--- src/rtl/mafPkg.sv ---
package mafPkg;

  typedef enum logic [1:0] {
    ENT_FREE = 2'd0,
    ENT_PEND = 2'd1,
    ENT_FILL = 2'd2
  } entState_t;

  typedef struct packed {
    logic alloc;
    logic merge;
    logic fill;
    logic drain;
  } ctrlStrobes_t;

endpackage

--- src/rtl/mafControl.sv ---
module mafControl
  import mafPkg::*;
#(
  parameter int ENTRIES = 6,
  parameter int WAITERS = 2,
  parameter int IDX_W   = 3,
  parameter int CNT_W   = 2
) (
  input  logic               clk,
  input  logic               rstN,
  input  logic               missValid,
  input  logic [ENTRIES-1:0] lineHit,
  input  logic               rspValid,
  input  logic [IDX_W-1:0]   rspIdx,
  output ctrlStrobes_t       strb,
  output logic [IDX_W-1:0]   allocIdx,
  output logic [IDX_W-1:0]   mergeIdx,
  output logic [CNT_W-1:0]   mergeSlot,
  output logic [IDX_W-1:0]   fillIdx,
  output logic [IDX_W-1:0]   drainIdx,
  output logic [CNT_W-1:0]   drainSlot,
  output logic               stall,
  output logic               outValid
);

  entState_t        stQ   [ENTRIES];
  logic [CNT_W-1:0] cntQ  [ENTRIES];
  logic [CNT_W-1:0] doneQ [ENTRIES];

  logic [ENTRIES-1:0] pendVec, freeVec, fullVec, hitVec;
  logic               hitAny, freeAny, fillAny, hitFull, fillOk, drainLast;

  always_comb begin
    for (int i = 0; i < ENTRIES; i++) begin
      pendVec[i] = (stQ[i] == ENT_PEND);
      freeVec[i] = (stQ[i] == ENT_FREE);
      fullVec[i] = (stQ[i] == ENT_FILL);
    end
    hitVec  = lineHit & pendVec;
    hitAny  = |hitVec;
    freeAny = |freeVec;
    fillAny = |fullVec;

    mergeIdx = '0;
    allocIdx = '0;
    drainIdx = '0;
    for (int i = ENTRIES - 1; i >= 0; i--) begin
      if (hitVec[i])  mergeIdx = IDX_W'(i);
      if (freeVec[i]) allocIdx = IDX_W'(i);
      if (fullVec[i]) drainIdx = IDX_W'(i);
    end

    fillOk = 1'b0;
    for (int i = 0; i < ENTRIES; i++) begin
      if (rspIdx == IDX_W'(i) && pendVec[i]) fillOk = 1'b1;
    end

    hitFull   = (cntQ[mergeIdx] == CNT_W'(WAITERS));
    mergeSlot = cntQ[mergeIdx];
    drainSlot = doneQ[drainIdx];
    drainLast = ((doneQ[drainIdx] + CNT_W'(1)) == cntQ[drainIdx]);
    fillIdx   = rspIdx;

    stall      = missValid && (hitAny ? hitFull : !freeAny);
    strb.merge = missValid && hitAny && !hitFull;
    strb.alloc = missValid && !hitAny && freeAny;
    strb.fill  = rspValid && fillOk;
    strb.drain = fillAny;
    outValid   = fillAny;
  end

  always_ff @(posedge clk) begin
    if (!rstN) begin
      for (int i = 0; i < ENTRIES; i++) begin
        stQ[i]   <= ENT_FREE;
        cntQ[i]  <= '0;
        doneQ[i] <= '0;
      end
    end else begin
      for (int i = 0; i < ENTRIES; i++) begin
        if (strb.alloc && allocIdx == IDX_W'(i)) begin
          stQ[i]   <= ENT_PEND;
          cntQ[i]  <= CNT_W'(1);
          doneQ[i] <= '0;
        end
        if (strb.merge && mergeIdx == IDX_W'(i)) cntQ[i] <= cntQ[i] + CNT_W'(1);
        if (strb.fill && fillIdx == IDX_W'(i)) stQ[i] <= ENT_FILL;
        if (strb.drain && drainIdx == IDX_W'(i)) begin
          if (drainLast) stQ[i] <= ENT_FREE;
          else           doneQ[i] <= doneQ[i] + CNT_W'(1);
        end
      end
    end
  end

endmodule

--- src/rtl/mafDatapath.sv ---
module mafDatapath
  import mafPkg::*;
#(
  parameter int ENTRIES = 6,
  parameter int WAITERS = 2,
  parameter int LINE_W  = 26,
  parameter int TAG_W   = 6,
  parameter int DATA_W  = 32,
  parameter int IDX_W   = 3,
  parameter int CNT_W   = 2
) (
  input  logic               clk,
  input  logic               rstN,
  input  ctrlStrobes_t       strb,
  input  logic [IDX_W-1:0]   allocIdx,
  input  logic [IDX_W-1:0]   mergeIdx,
  input  logic [CNT_W-1:0]   mergeSlot,
  input  logic [IDX_W-1:0]   fillIdx,
  input  logic [IDX_W-1:0]   drainIdx,
  input  logic [CNT_W-1:0]   drainSlot,
  input  logic [LINE_W-1:0]  missLine,
  input  logic [TAG_W-1:0]   missTag,
  input  logic [DATA_W-1:0]  rspData,
  output logic [ENTRIES-1:0] lineHit,
  output logic               reqValid,
  output logic [LINE_W-1:0]  reqLine,
  output logic [IDX_W-1:0]   reqIdx,
  output logic [TAG_W-1:0]   outTag,
  output logic [DATA_W-1:0]  outData
);

  logic [LINE_W-1:0] lineQ [ENTRIES];
  logic [TAG_W-1:0]  tagQ  [ENTRIES][WAITERS];
  logic [DATA_W-1:0] dataQ [ENTRIES];

  genvar g;
  generate
    for (g = 0; g < ENTRIES; g++) begin : gCmp
      assign lineHit[g] = (lineQ[g] == missLine);
    end
  endgenerate

  always_ff @(posedge clk) begin
    if (strb.alloc) begin
      lineQ[allocIdx]   <= missLine;
      tagQ[allocIdx][0] <= missTag;
    end
    if (strb.merge) tagQ[mergeIdx][mergeSlot] <= missTag;
    if (strb.fill)  dataQ[fillIdx] <= rspData;
  end

  always_ff @(posedge clk) begin
    if (!rstN) begin
      reqValid <= 1'b0;
      reqLine  <= '0;
      reqIdx   <= '0;
    end else begin
      reqValid <= strb.alloc;
      reqLine  <= missLine;
      reqIdx   <= allocIdx;
    end
  end

  assign outTag  = tagQ[drainIdx][drainSlot];
  assign outData = dataQ[drainIdx];

endmodule

--- src/rtl/missAddrFile.sv ---
module missAddrFile
  import mafPkg::*;
#(
  parameter int ENTRIES = 6,
  parameter int WAITERS = 2,
  parameter int LINE_W  = 26,
  parameter int TAG_W   = 6,
  parameter int DATA_W  = 32,
  localparam int IDX_W  = $clog2(ENTRIES),
  localparam int CNT_W  = $clog2(WAITERS + 1)
) (
  input  logic              clk,
  input  logic              rstN,
  input  logic              missValid,
  input  logic [LINE_W-1:0] missLine,
  input  logic [TAG_W-1:0]  missTag,
  output logic              stall,
  output logic              reqValid,
  output logic [LINE_W-1:0] reqLine,
  output logic [IDX_W-1:0]  reqIdx,
  input  logic              rspValid,
  input  logic [IDX_W-1:0]  rspIdx,
  input  logic [DATA_W-1:0] rspData,
  output logic              outValid,
  output logic [TAG_W-1:0]  outTag,
  output logic [DATA_W-1:0] outData
);

  ctrlStrobes_t       strb;
  logic [ENTRIES-1:0] lineHit;
  logic [IDX_W-1:0]   allocIdx, mergeIdx, fillIdx, drainIdx;
  logic [CNT_W-1:0]   mergeSlot, drainSlot;

  mafControl #(
    .ENTRIES(ENTRIES), .WAITERS(WAITERS), .IDX_W(IDX_W), .CNT_W(CNT_W)
  ) i_ctrl (
    .clk(clk), .rstN(rstN), .missValid(missValid), .lineHit(lineHit),
    .rspValid(rspValid), .rspIdx(rspIdx), .strb(strb),
    .allocIdx(allocIdx), .mergeIdx(mergeIdx), .mergeSlot(mergeSlot),
    .fillIdx(fillIdx), .drainIdx(drainIdx), .drainSlot(drainSlot),
    .stall(stall), .outValid(outValid)
  );

  mafDatapath #(
    .ENTRIES(ENTRIES), .WAITERS(WAITERS), .LINE_W(LINE_W), .TAG_W(TAG_W),
    .DATA_W(DATA_W), .IDX_W(IDX_W), .CNT_W(CNT_W)
  ) i_data (
    .clk(clk), .rstN(rstN), .strb(strb),
    .allocIdx(allocIdx), .mergeIdx(mergeIdx), .mergeSlot(mergeSlot),
    .fillIdx(fillIdx), .drainIdx(drainIdx), .drainSlot(drainSlot),
    .missLine(missLine), .missTag(missTag), .rspData(rspData),
    .lineHit(lineHit), .reqValid(reqValid), .reqLine(reqLine), .reqIdx(reqIdx),
    .outTag(outTag), .outData(outData)
  );

endmodule

--- config.mk ---
export PLATFORM = sky130hd
export DESIGN_NAME = missAddrFile
export DESIGN_NICKNAME = d
export VERILOG_FILES = /design/src/rtl/mafPkg.sv /design/src/rtl/mafControl.sv /design/src/rtl/mafDatapath.sv /design/src/rtl/missAddrFile.sv
export SDC_FILE = /design/constraint.sdc
export NUM_CORES = 1
export LEC_CHECK = 0
export BUFFER_PORTS_ARGS = -buffer_cell sky130_fd_sc_hd__buf_2
export CORE_ASPECT_RATIO = 1.2
export CORE_MARGIN = 4
export CORE_UTILIZATION = 55
export CTS_CLUSTER_SIZE = 40
export DETAILED_ROUTE_END_ITERATION = 7
export GPL_ROUTABILITY_DRIVEN = 1
export PLACE_DENSITY_LB_ADDON = 0.12
export REMOVE_ABC_BUFFERS = 1
export SYNTH_ARGS = -nofsm -noshare
export SYNTH_HDL_FRONTEND = slang
export SYNTH_SLANG_ARGS = --single-unit
--- constraint.sdc ---
create_clock -name clk -period 8.7 [get_ports clk]
set_input_delay 0 -clock clk [delete_from_list [all_inputs] [get_ports clk]]
set_output_delay 0 -clock clk [all_outputs]
set_load 0.05 [all_outputs]
Yosys cells after proc, flatten, opt, wreduce, memory -nomap -nowiden. Memories as Yosys holds them, arrays and structs flattened. Cells that the tools add are included.

Flip-flop bits (word level): 30. Bits in writable memories: 456. Input port bits: 71. Memories: 6.

Add/sub/neg operators: 13. Order comparisons: 3. Eq/ne operators: 40. Muxes and demuxes: 174. Bitwise gates (word level): 45. Reductions and logical operators: 54.

Memory list: i_data.dataQ (words 6, width 32, read ports 1, clocked after memory_dff 0, wr ports 1, line mafDatapath.sv:34) `logic [DATA_W-1:0] dataQ [ENTRIES];`; i_data.lineQ (words 6, width 26, read ports 6, clocked after memory_dff 0, wr ports 1, line mafDatapath.sv:32) `logic [LINE_W-1:0] lineQ [ENTRIES];`; i_data.tagQ (words 6, width 12, read ports 1, clocked after memory_dff 0, wr ports 1, line mafDatapath.sv:33) `logic [TAG_W-1:0] tagQ [ENTRIES][WAITERS];`; i_ctrl.cntQ (words 6, width 2, read ports 8, clocked after memory_dff 0, wr ports 6, line mafControl.sv:27) `logic [CNT_W-1:0] cntQ [ENTRIES];`; i_ctrl.doneQ (words 6, width 2, read ports 7, clocked after memory_dff 0, wr ports 6, line mafControl.sv:28) `logic [CNT_W-1:0] doneQ [ENTRIES];`; i_ctrl.stQ (words 6, width 2, read ports 6, clocked after memory_dff 0, wr ports 6, line mafControl.sv:26) `entState_t stQ [ENTRIES];`.

Operator list (number): $eq 26x26->1 (6); $mux 1 (105); $mux 2 (42); $mux 3 (19); $or 1x1->1 (42); $logic_and 1x1->1 (37); $mux 12 (3); $add 2x1->2 const B (13); $eq 3x2->1 const B (8); $eq 3x3->1 const B (8); $mux 6 (4); $reduce_or 6->1 (3); $eq 2x2->1 const B (7); $eq 2x1->1 const B (6); $eq 3x1->1 const B (4); $logic_not 2->1 (6); $logic_not 3->1 (4); $reduce_or 12->1 (1); $and 6x6->6 (1); $demux 6 s1 (1); $ge 3x2->1 const B (2); $not 2->3 (2); $logic_not 1->1 (3); $lt 3x1->1 const B (1); $eq 2x2->1 (1).

Depth between registers and ports, before layout. Gate-level depths: netlist of the first run. An unclocked memory read counts as a cell.

Depth in word-level cells: 17. Depth in mapped cells: 13.

By module. A second synthesis of the first run with hierarchy kept.

Cell total of the unflattened synthesis: 1231. Area, all modules: 20348.3 sq um.

By module, submodules not included: mafDatapath (instances 1, cells each 948, area an instance 17591.9 sq um, seq. area each 13212.7 sq um); mafControl (instances 1, cells each 283, area an instance 2756.4 sq um, seq. area each 1081.0 sq um).

Worst setup path before layout of the first run. No wires, ideal clock.

Path type: register to register. From: memory i_data.lineQ[5][2]. To: memory i_ctrl.doneQ[0][0], enable pin. Arrival: 4.608 ns. Path slack: 3.765 ns. Cell stages (with the launch flop): 9. Path buffers: 0. Cells stage by stage: edfxtp_1 xor2_1 nor4_1 and4_1 a2bb2o_1 or3_1 nor4_1 nor2_1 o21ai_0.

RTL lines (line): from (decl) (mafDatapath.sv:32); to (decl) (mafControl.sv:28).

==> results of run 1 <==
per-layer routing:
layer,vias up,wire (um),track usage
met2,340,23120,0.3741
met5,-,0,0
met1,6126,18800,0.2975
met4,0,1630,0.07911
li1,5737,-,-
met3,98,2211,0.03630
synth_stat cells (all sizes together), types with 2 or more instances:
library cell and count:
a2111o 3, a211oi 13, a21o 2, a21oi 5
a2bb2o 2, a311o 3, a31oi 14, a32o 2
a32oi 3, and2 45, and2b 2, and3 8
and4 3, buf 44, clkbuf 26, dfxtp 30
edfxtp 456, inv 14, mux2i 18, mux4 39
nand2 145, nand2b 13, nand3 11, nand4 10
nor2 148, nor2b 6, nor3 24, nor3b 2
nor4 80, nor4b 3, o211ai 5, o21a 2
o21ai 23, o21bai 3, o22ai 11, o31ai 7
o41ai 3, or2 8, or3 6, xnor2 11
xor2 158
tightest hold or removal path: stages:
cell	delay, ns
buf_2	0.09
buf_4	0.23
and2_1	0.19
layout make-up:
class / instances / area [um2]
clock inverter: 32 / 320.3
multi-input combinational: 852 / 6072
antenna: 3 / 7.507
inverter: 15 / 56.30
timing repair buffer: 232 / 1562
clock buffer: 54 / 1234
sequential: 486 / 14290
tap: 474 / 593.1
fill: 2649 / 12950
through the flow:
step / total power [uW] / std cells
after CTS: 5748 / 2145
after global routing: 5925 / 2147
after detailed placement: 3698 / 1991
after floorplan: 3422 / 1353
final: 5700 / 2148
after global placement: 3682 / 1991
kinds of logic (layout without fill, tap and decap cells):
family | count (synthesis) | in the layout
flip-flops | 486 | 486
other | 0 | 3
buffers and inverters | 85 | 333
AND/OR/NAND/NOR | 516 | 516
AO/OA/AOI/OAI | 109 | 109
XOR/XNOR | 169 | 169
multiplexers | 58 | 58
worst max-delay path by stage:
| stage | start | to | slack [ns] | depth (start not counted) |
|---|---|---|---|---|
| after floorplan | i_ctrl.stQ[0][10] | i_ctrl.doneQ[4][0] | 1.83 | 8 |
| after global placement | i_ctrl.stQ[0][0] | i_ctrl.stQ[0][2] | 4.45 | 9 |
| after detailed placement | i_ctrl.stQ[0][0] | i_ctrl.doneQ[3][0] | 4.33 | 9 |
| after CTS | i_ctrl.stQ[0][0] | i_ctrl.stQ[0][3] | 4.33 | 9 |
| after global routing | i_ctrl.stQ[0][0] | i_ctrl.doneQ[3][1] | 4.03 | 9 |
| final | i_ctrl.stQ[0][0] | i_ctrl.doneQ[3][1] | 4.32 | 9 |
timing repair:
| item | CTS | global route |
|---|---|---|
| resized for setup | 0 | 0 |
| hold endpoints to repair | 455 | 0 |
| hold buffers | 68 | 0 |
power by group:
group	internal (uW)	switching (uW)	total, uW
clock	1200	840	2040
sequential	2650	37.2	2680
combinational	306	674	980
total	4150	1550	5700
flip-flops by register name, indices dropped and copies added, names as in the netlist:
register / cells
i_ctrl.cntQ: 12
i_ctrl.doneQ: 12
i_ctrl.stQ: 12
i_data.dataQ: 192
i_data.lineQ: 156
i_data.reqIdx: 3
i_data.reqLine: 26
i_data.reqValid: 1
i_data.tagQ: 72
==> key figures, run 1 <==
Run status
  • Status: completed

Final layout
  • Most frequent cells in the layout: 456 x edfxtp_1, 158 x xor2_1, 145 x nand2_1
  • Commonest non-fill, non-tap cell in the layout: edfxtp_1
  • Finished Core Util: 0.6508
  • Area growth syn-to-layout: 16.22%
  • Final net count: approximately 1700
  • Design area: roughly 24000 um2
  • Share of post-route cells with drive strength above 1: 0.1945

Clock tree
  • Clk sink count: ~490
  • CTS Buf Count: 47
  • Setup repair bufs after CTS: 0
  • Root Driver: clkbuf_16
  • Clk slew on worst S/H paths: around 0.06 ns
  • H-tree levels: 2
  • Clock Tree Buf Depth: 3
  • TritonCTS clock tree: yes
  • Clock latency on the worst-skew pair: ~0.56 ns

Timing
  • Tmin final: about 4.4 ns
  • Max Slew Vio Count: 0
  • Fmax: 228.1 MHz
  • Unrepaired setup endpoints after global routing: false
  • Worst setup margin: between 4 and 5 ns
  • Clock Skew: about 0.016 ns
  • Total negative slack: 0 ns
  • Final period util: 0.5038
  • Final hold vios: 0
  • Rel. slew slack: 0.06739
  • Fin Hold WS: between 0.009 and 0.01 ns
  • Slew @ Worst Pin: between 1 and 1.5 ns
  • Final setup viols: 0

Placed design
  • Dpl ws: ~4.3 ns
  • Cell Area, Placed: around 22000 um2
  • HPWL Detailed: 28.73 mm
  • Port bufs: between 100 and 150
  • Routability Congestion: 0.9643

Global routing
  • Largest net degree at the start of global routing: slightly above 90
  • Initial antenna violation count: 3
  • Global router's overall resource usage: 0.2234
  • First-pass GRT wire length: between 70 and 80 mm
  • Vias in the first global route: 12380
  • Grt ovf: 0

Drt
  • Wirelength per Cell: between 20 and 25 um
  • DRC Markers: 0
  • 1st-iter DRT viols: about 900
  • Final ANT Viol Nets: 0
  • Vias/cell: 5.727
  • Via count: about 12000
  • Drt total wl: between 40 and 50 mm
  • Detailed Routing Iterations Pass 1: 5

Synthesis
  • Main area contributors after synthesis: edfxtp_1 66%, xor2_1 6.7%, mux4_2 4.2%, dfxtp_1 2.9%, nor2_1 2.7%
  • Mapped Cells: roughly 1400
  • Syn_area_per_cell: between 10 and 15 um2
  • Post-Synth Adder-Cell Area: 0
  • Post-synth EDFFs: roughly 460
  • Mux share of post-synthesis cell area: 0.05229
  • Number of synthesized register bits: a little under 500
  • Sequential fraction of the synthesis area: 0.6882
  • Top_reg_cell synth: edfxtp_1
  • Mapped Area: 20770 um2
  • Area leader, netlist: edfxtp_1
  • Post-synthesis compound-gate area fraction: 0.04115
  • Largest family of logic cells by synthesized area: simple AND/OR/NAND/NOR gates
  • Async SR Flop Fraction: 0
  • Synth warn: 0
  • Synth cell types: about 80
  • Post-Synth Simple-Gate Area: 0.1230
  • Synth Area in XOR/XNOR: 0.07163
  • Post-synth top area share: 0.6593

Critical path
  • RR Endpoint: i_ctrl.doneQ[3][1]
  • Startpoint Class: register
  • Arr. time, crit path: about 4.6 ns
  • RR Startpoint: i_ctrl.stQ[0][0]
  • Cells on worst reg2reg path: 9
  • Worst R2R Setup Slack: 4.32 ns
  • Delay-heaviest family, CP: simple AND/OR/NAND/NOR gates
  • Crit Path Class: register to register
  • Crit. End Element: register
  • Required @ worst endpoint: just under 9 ns
  • Slowest cell on the critical path: or2_2
  • Worst path bufs/invs: 0
  • Crit path max fanout: 38
  • Top cell by count, worst path: o21ai_0
  • Worst path cell trace: nor2b_1 -> nor2_1 -> nand2_1 -> or2_2 -> o21ai_0 -> o22ai_1 -> xnor2_2 -> mux2i_4 -> o21ai_0
  • Slowest stage delay, CP: ~0.86 ns

Worst hold path
  • Hold path start: rstN
  • HP Class: primary input to register
  • WHS Path Cells: 3
  • WHS Endpoint: i_data.reqLine[14]

Power
  • Peak VDD IR: roughly 0.00022 V
  • Power Density: around 240 nW/um2
  • LEAKAGE: 0.008522 uW

Flow run
  • Maxcap violations: 0

Die
  • Ports: around 140
  • Die area: 40950 um2
  • Initial Util: 0.5599
  • Die width: around 190 um
  • FP Rows: 77
  • Die Y: 220.9 um
  • Core Area: 37090 um2
Note: power is estimated with default switching activity, not from simulation.
==> run 2: changes to the inputs <==
--- a/config.mk
+++ b/config.mk
@@ -5,6 +5,7 @@
 export SDC_FILE = /design/constraint.sdc
 export NUM_CORES = 1
 export LEC_CHECK = 0
+export ABC_AREA = 1
 export BUFFER_PORTS_ARGS = -buffer_cell sky130_fd_sc_hd__buf_2
 export CORE_ASPECT_RATIO = 1.2
 export CORE_MARGIN = 4
==> constraint.sdc (replaced) <==
create_clock -name clk -period 3.9 [get_ports clk]
set_input_delay 0 -clock clk [delete_from_list [all_inputs] [get_ports clk]]
set_output_delay 0 -clock clk [all_outputs]
set_load 0.05 [all_outputs]
==> run 2 against run 1 <==
Critical endpoint is now outTag[2]. Area after synthesis up 3.0%. First-iteration DRC count increased by 50%. Sequential cell count stayed put. Non-clock buffer count rose by 19. Largest power group unchanged. Die area up 2.9%. Via count up 22%. Clock skew up 0.0074 ns. Critical path type is now register to primary output. Critical path depth is 2 higher. Total power increased by 140%. Worst setup slack got worse by 4.0 ns. Sequential power up 120%. Combinational power rose to 2.7 times the previous value.
==> key figures, run 2 <==
Run status
  • Status: completed (unchanged)

Die
  • Ports: 141 (unchanged)
  • Die width: 188.0 um (was 185.4 um)
  • Die area: 42120 um2 (was 40950 um2)
  • Die Y: 224.0 um (was 220.9 um)
  • Initial Util: 0.5605 (was 0.5599)
  • Core Area: 38160 um2 (was 37090 um2)
  • FP Rows: 78 (was 77)

Synthesis
  • Main area contributors after synthesis: edfxtp_1 64%, nand2_1 7.1%, nor2_1 3.2%, nand3_1 3.1%, inv_1 2.9% (was edfxtp_1 66%, xor2_1 6.7%, mux4_2 4.2%, dfxtp_1 2.9%, nor2_1 2.7%)
  • Post-Synth Simple-Gate Area: 0.1770 (was 0.1230)
  • Most common cell in the netlist: edfxtp_1 (unchanged)
  • Synth cell types: 55 (was 81)
  • Syn_area_per_cell: 11.30 um2 (was 14.59 um2)
  • Synth Area in XOR/XNOR: 0.03768 (was 0.07163)
  • Mux share of post-synthesis cell area: 0.002340 (was 0.05229)
  • Post-Synth Adder-Cell Area: 0 (unchanged)
  • Synth warn: 0 (unchanged)
  • Top_reg_cell synth: edfxtp_1 (unchanged)
  • Area leader, netlist: edfxtp_1 (unchanged)
  • Post-synth top area share: 0.6403 (was 0.6593)
  • Number of synthesized register bits: 486 (unchanged)
  • Sequential fraction of the synthesis area: 0.6683 (was 0.6882)
  • Post-synth EDFFs: 456 (unchanged)
  • Post-synthesis compound-gate area fraction: 0.06213 (was 0.04115)
  • Mapped Cells: 1893 (was 1423)
  • Largest family of logic cells by synthesized area: simple AND/OR/NAND/NOR gates (unchanged)
  • Mapped Area: 21390 um2 (was 20770 um2)
  • Top cells by count, synth: 456 x edfxtp_1, 403 x nand2_1, 184 x nor2_1, 167 x inv_1, 133 x nand3_1 (was 456 x edfxtp_1, 158 x xor2_1, 147 x nor2_1, 145 x nand2_1, 75 x nor4_1)
  • Async SR Flop Fraction: 0 (unchanged)

Drt
  • Metal-1 WL: 21.63 mm (was 18.80 mm)
  • Wirelength per Cell: 21.73 um (was 21.30 um)
  • DRC Markers: 0 (unchanged)
  • Routed wl met3: 2.980 mm (was 2.211 mm)
  • Drt total wl: 58.34 mm (was 45.76 mm)
  • Met2 Wirelength: 29.24 mm (was 23.12 mm)
  • Vias/cell: 5.582 (was 5.727)
  • Uppermost layer routed: met5 (was met4)
  • Final ANT Viol Nets: 0 (unchanged)
  • 1st-iter DRT viols: 1342 (was 893)
  • Via count: 14980 (was 12300)
  • Detailed Routing Iterations Pass 1: 5 (unchanged)

Clock tree
  • Clk sink count: 486 (unchanged)
  • H-tree levels: 2 (unchanged)
  • PostCTS Resize Cnt: 0 (unchanged)
  • Root Driver: clkbuf_16 (unchanged)
  • TritonCTS clock tree: yes (unchanged)
  • Clk slew on worst S/H paths: 0.06 ns (about the same)
  • Clock Tree Buf Depth: 3 (unchanged)
  • CTS Buf Count: 49 (was 47)
  • Setup repair bufs after CTS: 0 (unchanged)
  • Clock latency on the worst-skew pair: 0.58 ns (was 0.56 ns)

Critical path
  • Slowest cell on the critical path: buf_4 (was or2_2)
  • Crit. End Element: primary output (was register)
  • Slowest stage delay, CP: 0.66 ns (was 0.86 ns)
  • Crit path max fanout: 70 (was 38)
  • Required @ worst endpoint: 3.90 ns (was 8.95 ns)
  • Startpoint Class: register (unchanged)
  • Top cell by count, worst path: nand2_1 (was o21ai_0)
  • Worst path cell trace: nand2_1 -> nand2_1 -> inv_1 -> nand2_1 -> inv_2 -> buf_4 -> nand3_1 -> a41oi_1 -> a221oi_1 -> mux2i_1 -> buf_2 (was nor2b_1 -> nor2_1 -> nand2_1 -> or2_2 -> o21ai_0 -> o22ai_1 -> xnor2_2 -> mux2i_4 -> o21ai_0)
  • Crit Path Class: register to primary output (was register to register)
  • Arr. time, crit path: 3.62 ns (was 4.64 ns)

Final layout
  • Commonest non-fill, non-tap cell in the layout: edfxtp_1 (unchanged)
  • Most frequent cells in the layout: 456 x edfxtp_1, 403 x nand2_1, 181 x nor2_1 (was 456 x edfxtp_1, 158 x xor2_1, 145 x nand2_1)
  • Final net count: 2196 (was 1705)
  • Largest registers: i_data.dataQ (192), i_data.lineQ (156), i_data.tagQ (72) (unchanged)
  • Top reg by flops: i_data.dataQ (unchanged)
  • # diodes: 0 (was 3)
  • Fillers: 2932 (was 2649)
  • Share of post-route cells with drive strength above 1: 0.1562 (was 0.1945)
  • Finished Core Util: 0.6568 (was 0.6508)
  • Max reg flops: 192 (unchanged)
  • Area growth syn-to-layout: 17.18% (was 16.22%)

Power
  • Sequential cell fraction of total power: 0.450 (was 0.471)
  • Clock power frac: 0.354 (was 0.357)
  • LEAKAGE: 0.009772 uW (was 0.008522 uW)
  • Switching power: 3987 uW (was 1551 uW)
  • Internal power: 9434 uW (was 4149 uW)
  • Switching portion of total power: 0.2971 (was 0.2722)
  • Peak VDD IR: 0.0004810 V (was 0.0002207 V)
  • Comb power frac: 0.196 (was 0.172)
  • Power Density: 535.5 nW/um2 (was 236.2 nW/um2)

Global routing
  • First-pass GRT wire length: 87.11 mm (was 70.97 mm)
  • Initial antenna violation count: 1 (was 3)
  • Global router's overall resource usage: 0.2720 (was 0.2234)
  • Largest net degree at the start of global routing: 71 (was 92)
  • Vias in the first global route: 15040 (was 12380)
  • Grt ovf: 0 (unchanged)

Timing
  • Clock Skew: 0.02328 ns (was 0.01584 ns)
  • Final setup viols: 0 (unchanged)
  • Max Slew Vio Count: 0 (unchanged)
  • Slew @ Worst Pin: 0.9371 ns (was 1.391 ns)
  • Final hold vios: 0 (unchanged)
  • Tmin final: approximately 3.6 ns
  • Fmax: approximately 280 MHz
  • Rel. slew slack: 0.3714 (was 0.06739)
  • Unrepaired setup endpoints after global routing: false (unchanged)
  • Final period util: 0.9288
  • Worst setup margin: 0.2777 ns (was 4.317 ns)

Placed design
  • Port bufs: 140 (unchanged)
  • HPWL Detailed: 40.01 mm (was 28.73 mm)
  • Routability Congestion: 0.9956 (was 0.9643)
  • Dpl ws: 0.5448 ns (was 4.326 ns)

Worst hold path
  • HP Class: primary input to register (unchanged)

Flow run
  • Maxcap violations: 0 (unchanged)
## run 2: cell count changes after synthesis, sizes merged, moves of 19 or more
cell / previous run / this run
a221o: 0 / 32
a22oi: 1 / 35
a31oi: 14 / 33
and2: 45 / 10
inv: 14 / 202
mux4: 39 / 0
nand2: 145 / 421
nand3: 11 / 134
nand4: 10 / 46
nor2: 148 / 192
nor4: 80 / 6
xnor2: 11 / 68
xor2: 158 / 24
## run 2: power by group through the flow
stage | Combinational, uW | Clock (uW) | Sequential, uW
after floorplan | 1660 | 0 | 6190
after CTS | 2640 | 4820 | 6030
after global placement | 2560 | 0 | 6140
after global routing | 2820 | 5030 | 6050
final | 2640 | 4750 | 6030
after detailed placement | 2580 | 0 | 6140
## run 2: through the flow
stage	std cells	power (uW)	cell area [um2]	TNS, ns	hold slack, ns
final	2684	13420	25060	0	0.1037
after global routing	2684	13900	25060	0	0.1156
after CTS	2684	13500	25060	0	0.06612
after detailed placement	2525	8726	22740	0	0.2441
after global placement	2525	8694	22740	0	0.2398
after floorplan	1823	7843	21030	-1.059	0.09345
## run 2: cell families (layout without fill, tap and decap cells)
| group | after synthesis | count (layout) |
|---|---|---|
| multiplexers | 5 | 5 |
| AND/OR/NAND/NOR | 857 | 857 |
| XOR/XNOR | 92 | 92 |
| AO/OA/AOI/OAI | 178 | 178 |
| flip-flops | 486 | 486 |
| buffers and inverters | 275 | 546 |
## run 2: layout make-up
type / instances / area, um2 / area share
timing repair buffer: 251 / 1707 / 0.06810
clock inverter: 30 / 332.8 / 0.01328
tap: 520 / 650.6 / 0.02596
inverter: 205 / 769.5 / 0.03070
multi-input combinational: 1132 / 6011 / 0.2398
sequential: 486 / 14290 / 0.5703
clock buffer: 60 / 1297 / 0.05177
## run 2: repair_timing
action / in CTS / in global routing
endpoints found under the hold margin: 448 / 0
hold buffers: 69 / 0
setup endpoints to repair: 0 / 0
## run 2: worst paths after layout
kind,slack [ns],from,cells past startpoint,end
worst max-delay path,0.28,i_ctrl.stQ[0][3],11,outTag[2]
worst min-delay path,0.10,rspIdx[0],3,i_ctrl.stQ[0][11]
worst max register to register,0.49,i_data.lineQ[3][2],18,i_data.tagQ[1][10]
worst min register to register,0.61,i_ctrl.doneQ[5][0],1,i_ctrl.doneQ[5][0]
## run 2: worst max-delay path, delay by kind of cell, from the launching register on
family	cells	cell delay (ns)
mux	1	0.20
simple gates	4	0.54
flops	1	0.42
compound gates	2	0.42
buf+inv	4	1.40
## run 2: per-layer routing
layer	global-route usage	up-vias
met5	0	-
met4	0.1817	2
met3	0.03585	196
met2	0.4705	564
met1	0.3179	7164
li1	-	7057
==> run 3: changes to the inputs <==
--- a/config.mk
+++ b/config.mk
@@ -5,14 +5,15 @@
 export SDC_FILE = /design/constraint.sdc
 export NUM_CORES = 1
 export LEC_CHECK = 0
-export ABC_AREA = 1
+export ABC_AREA = 0
 export BUFFER_PORTS_ARGS = -buffer_cell sky130_fd_sc_hd__buf_2
 export CORE_ASPECT_RATIO = 1.2
 export CORE_MARGIN = 4
-export CORE_UTILIZATION = 55
+export CORE_UTILIZATION = 30
 export CTS_CLUSTER_SIZE = 40
 export DETAILED_ROUTE_END_ITERATION = 7
 export GPL_ROUTABILITY_DRIVEN = 1
+export HOLD_SLACK_MARGIN = 0.02
 export PLACE_DENSITY_LB_ADDON = 0.12
 export REMOVE_ABC_BUFFERS = 1
 export SYNTH_ARGS = -nofsm -noshare
==> run 3 against run 2 <==
Total power rose by 2.3%. Clock skew increased by 0.010 ns. First-iteration DRC count down 56%. Sequential power decreased by 0.7%. Global-route usage down 12 points. Critical path depth fell by 2. Clock-buffer cell count rose by 10. Worst setup slack got worse by 0.080 ns. Clock power up 13%. Fmax fell by 2.2%. Final cell count down 1.4%. Highest routed layer is now met4.
==> key figures, run 3 (synthesis gave the netlist of run 1 again) <==
Run status
  • Status: completed (unchanged)

Timing
  • Clock Skew: 0.03371 ns (was 0.02328 ns)
  • Tmin final: 3.702 ns (was 3.622 ns)
  • Max Slew Vio Count: 0 (unchanged)
  • Slew @ Worst Pin: 0.8917 ns (was 0.9371 ns)
  • Final period util: 0.9492 (was 0.9288)
  • Unrepaired setup endpoints after global routing: false (unchanged)
  • Fmax: 270.1 MHz (was 276.1 MHz)
  • Final hold vios: 0 (unchanged)
  • Rel. slew slack: 0.4029 (was 0.3714)
  • Final setup viols: 0 (unchanged)

Die
  • Ports: 141 (unchanged)
  • FP Rows: 105 (was 78)
  • Die Y: 296.2 um (was 224.0 um)
  • Initial Util: 0.3034 (was 0.5605)
  • Die area: 73520 um2 (was 42120 um2)
  • Die width: 248.2 um (was 188.0 um)
  • Core Area: 68450 um2 (was 38160 um2)

Drt
  • 1st-iter DRT viols: 591 (was 1342)
  • Vias/cell: 4.672 (was 5.582)
  • DRC Markers: 0 (unchanged)
  • Drt total wl: 57.31 mm (was 58.34 mm)
  • Met2 Wirelength: 29.14 mm (was 29.24 mm)
  • Detailed Routing Iterations Pass 1: 5 (unchanged)
  • Wirelength per Cell: 21.65 um (was 21.73 um)
  • Final ANT Viol Nets: 0 (unchanged)
  • Uppermost layer routed: met4 (was met5)
  • Routed wl met3: 1.934 mm (was 2.980 mm)
  • Via count: 12370 (was 14980)
  • Metal-1 WL: 24.69 mm (was 21.63 mm)

Power
  • PnR Total Power: 13730 uW (was 13420 uW)
  • LEAKAGE: 0.008925 uW (was 0.009772 uW)
  • Peak VDD IR: 0.0003680 V (was 0.0004810 V)
  • Power Density: 537.9 nW/um2 (was 535.5 nW/um2)

Placed design
  • HPWL Detailed: 37.97 mm (was 40.01 mm)
  • Port bufs: 140 (unchanged)
  • Routability Congestion: 0.8372 (was 0.9956)
  • Dpl cells: 2471 (was 2525)

Worst hold path
  • WHS Endpoint: i_data.reqLine[7] (was i_ctrl.stQ[0][11])
  • Hold path start: rstN (was rspIdx[0])
  • WHS Path Cells: 3 (unchanged)
  • HP Class: primary input to register (unchanged)

Clock tree
  • H-tree levels: 2 (unchanged)
  • Clk slew on worst S/H paths: 0.06 ns (about the same)
  • Clock Tree Buf Depth: 3 (unchanged)
  • CTS Buf Count: 54 (was 49)
  • TritonCTS clock tree: yes (unchanged)
  • Clk sink count: 486 (unchanged)
  • Root Driver: clkbuf_16 (unchanged)
  • Clock latency on the worst-skew pair: 0.62 ns (was 0.58 ns)

Final layout
  • Finished Layout Cells: 2647 (was 2684)
  • Area growth syn-to-layout: 22.90% (was 17.18%)
  • Max reg flops: 192 (unchanged)
  • Commonest non-fill, non-tap cell in the layout: edfxtp_1 (unchanged)
  • Largest registers: i_data.dataQ (192), i_data.lineQ (156), i_data.tagQ (72) (unchanged)
  • Most frequent cells in the layout: 456 x edfxtp_1, 158 x xor2_1, 145 x nand2_1 (was 456 x edfxtp_1, 403 x nand2_1, 181 x nor2_1)
  • Final net count: 1761 (was 2196)
  • Share of post-route cells with drive strength above 1: 0.2298 (was 0.1562)
  • Top reg by flops: i_data.dataQ (unchanged)

Global routing
  • Largest net degree at the start of global routing: 53 (was 71)
  • Initial antenna violation count: 2 (was 1)
  • Grt ovf: 0 (unchanged)
  • First-pass GRT wire length: 84.84 mm (was 87.11 mm)
  • Vias in the first global route: 12890 (was 15040)
  • Global router's overall resource usage: 0.1554 (was 0.2720)

Critical path
  • Required @ worst endpoint: 3.90 ns (about the same)
  • Worst path cell trace: xor2_1 -> nor4_1 -> nand4_1 -> o22ai_4 -> a32oi_2 -> and3_4 -> or4_1 -> o21ai_1 -> clkbuf_4 (was nand2_1 -> nand2_1 -> inv_1 -> nand2_1 -> inv_2 -> buf_4 -> nand3_1 -> a41oi_1 -> a221oi_1 -> mux2i_1 -> buf_2)
  • Cells on worst reg2reg path: 10 (was 18)
  • Crit path max fanout: 9 (was 70)
  • RR Endpoint: i_data.tagQ[3][4] (was i_data.tagQ[1][10])
  • Slowest cell on the critical path: nor4_1 (was buf_4)
  • Crit. End Element: primary output (unchanged)
  • Worst R2R Setup Slack: 0.32 ns (was 0.49 ns)
  • Arr. time, crit path: 3.70 ns (was 3.62 ns)
  • Startpoint Class: register (unchanged)
  • Slowest stage delay, CP: 0.51 ns (was 0.66 ns)
  • RR Startpoint: i_ctrl.stQ[0][1] (was i_data.lineQ[3][2])
  • Crit Path Class: register to primary output (unchanged)

Flow run
  • Maxcap violations: 0 (unchanged)
==> run 3: changes by cell type in the layout (fill, tap and decap cells not counted), moves of 58 or more <==
cell and delta:
xor2_1 +134, inv_1 -153, xnor2_1 -58, nand3_1 -125, nand2_1 -258, nor4_1 +62
==> run 3: stage by stage <==
step / cell area (um2) / hold WS [ns] / setup WS (ns) / TNS, ns / util
after floorplan: 20330 / 0.09887 / -2.969 / -211.06 / -
after global placement: 22810 / 0.2471 / 0.2108 / 0 / 0.3332
after detailed placement: 22810 / 0.2525 / 0.1234 / 0 / 0.3332
after CTS: 25430 / 0.03805 / 0.005803 / 0 / 0.3715
after global routing: 25520 / 0.05940 / 0.008881 / 0 / 0.3729
final: 25520 / 0.06371 / 0.1980 / 0 / 0.3729
==> run 3: where the power goes <==
group          switching [uW]  internal (uW)  total [uW]
Clock                    2160           3230        5390
Combinational            1620            734        2350
Sequential               83.9           5910        5990
Total                    3860           9870       13700
==> run 3: worst max-delay path by stage <==
stage,from,end,slack (ns)
floorplan,i_ctrl.stQ[0][10],i_ctrl.doneQ[4][0],-2.97
global placement,i_data.lineQ[1][21],i_data.tagQ[3][4],0.21
detailed placement,i_data.lineQ[1][21],i_data.tagQ[3][4],0.12
CTS,i_ctrl.stQ[0][3],stall,0.006
global route,i_ctrl.stQ[0][4],outTag[4],0.009
finish,i_data.lineQ[2][3],stall,0.20
==> run 3: repair_timing <==
action                                  4_1_cts  5_1_grt
endpoints found under the setup margin        1       18
endpoints found under the hold margin       471        0
pin swaps                                     1        6
hold buffers                                 68        0
setup buffers                                 1        3
gates resized for setup                       8       13
==> run 3: per-layer routing <==
layer / global-route usage / up-vias
met2: 0.2753 / 242
met1: 0.1979 / 6188
li1: - / 5859
met5: 0 / -
met3: 0.02324 / 77
met4: 0.04475 / 0
==> run 3: cell type report <==
class                           instances  area (um2)
Antenna cell                            2       5.005
Clock inverter                         32       444.2
Tap cell                              909        1137
Timing Repair Buffer                  281        1982
Fill cell                            6540       42920
Sequential cell                       486       14290
Clock buffer                           70        1441
Multi-Input combinational cell        852        6165
Inverter                               15       56.30
==> run 3: critical path: cells and delay by family (launching register included) <==
family / cells / cell delay, ns
simple gates: 4 / 1.53
compound gates: 3 / 0.75
xor+xnor: 1 / 0.16
buf+inv: 1 / 0.27
flops: 1 / 0.39
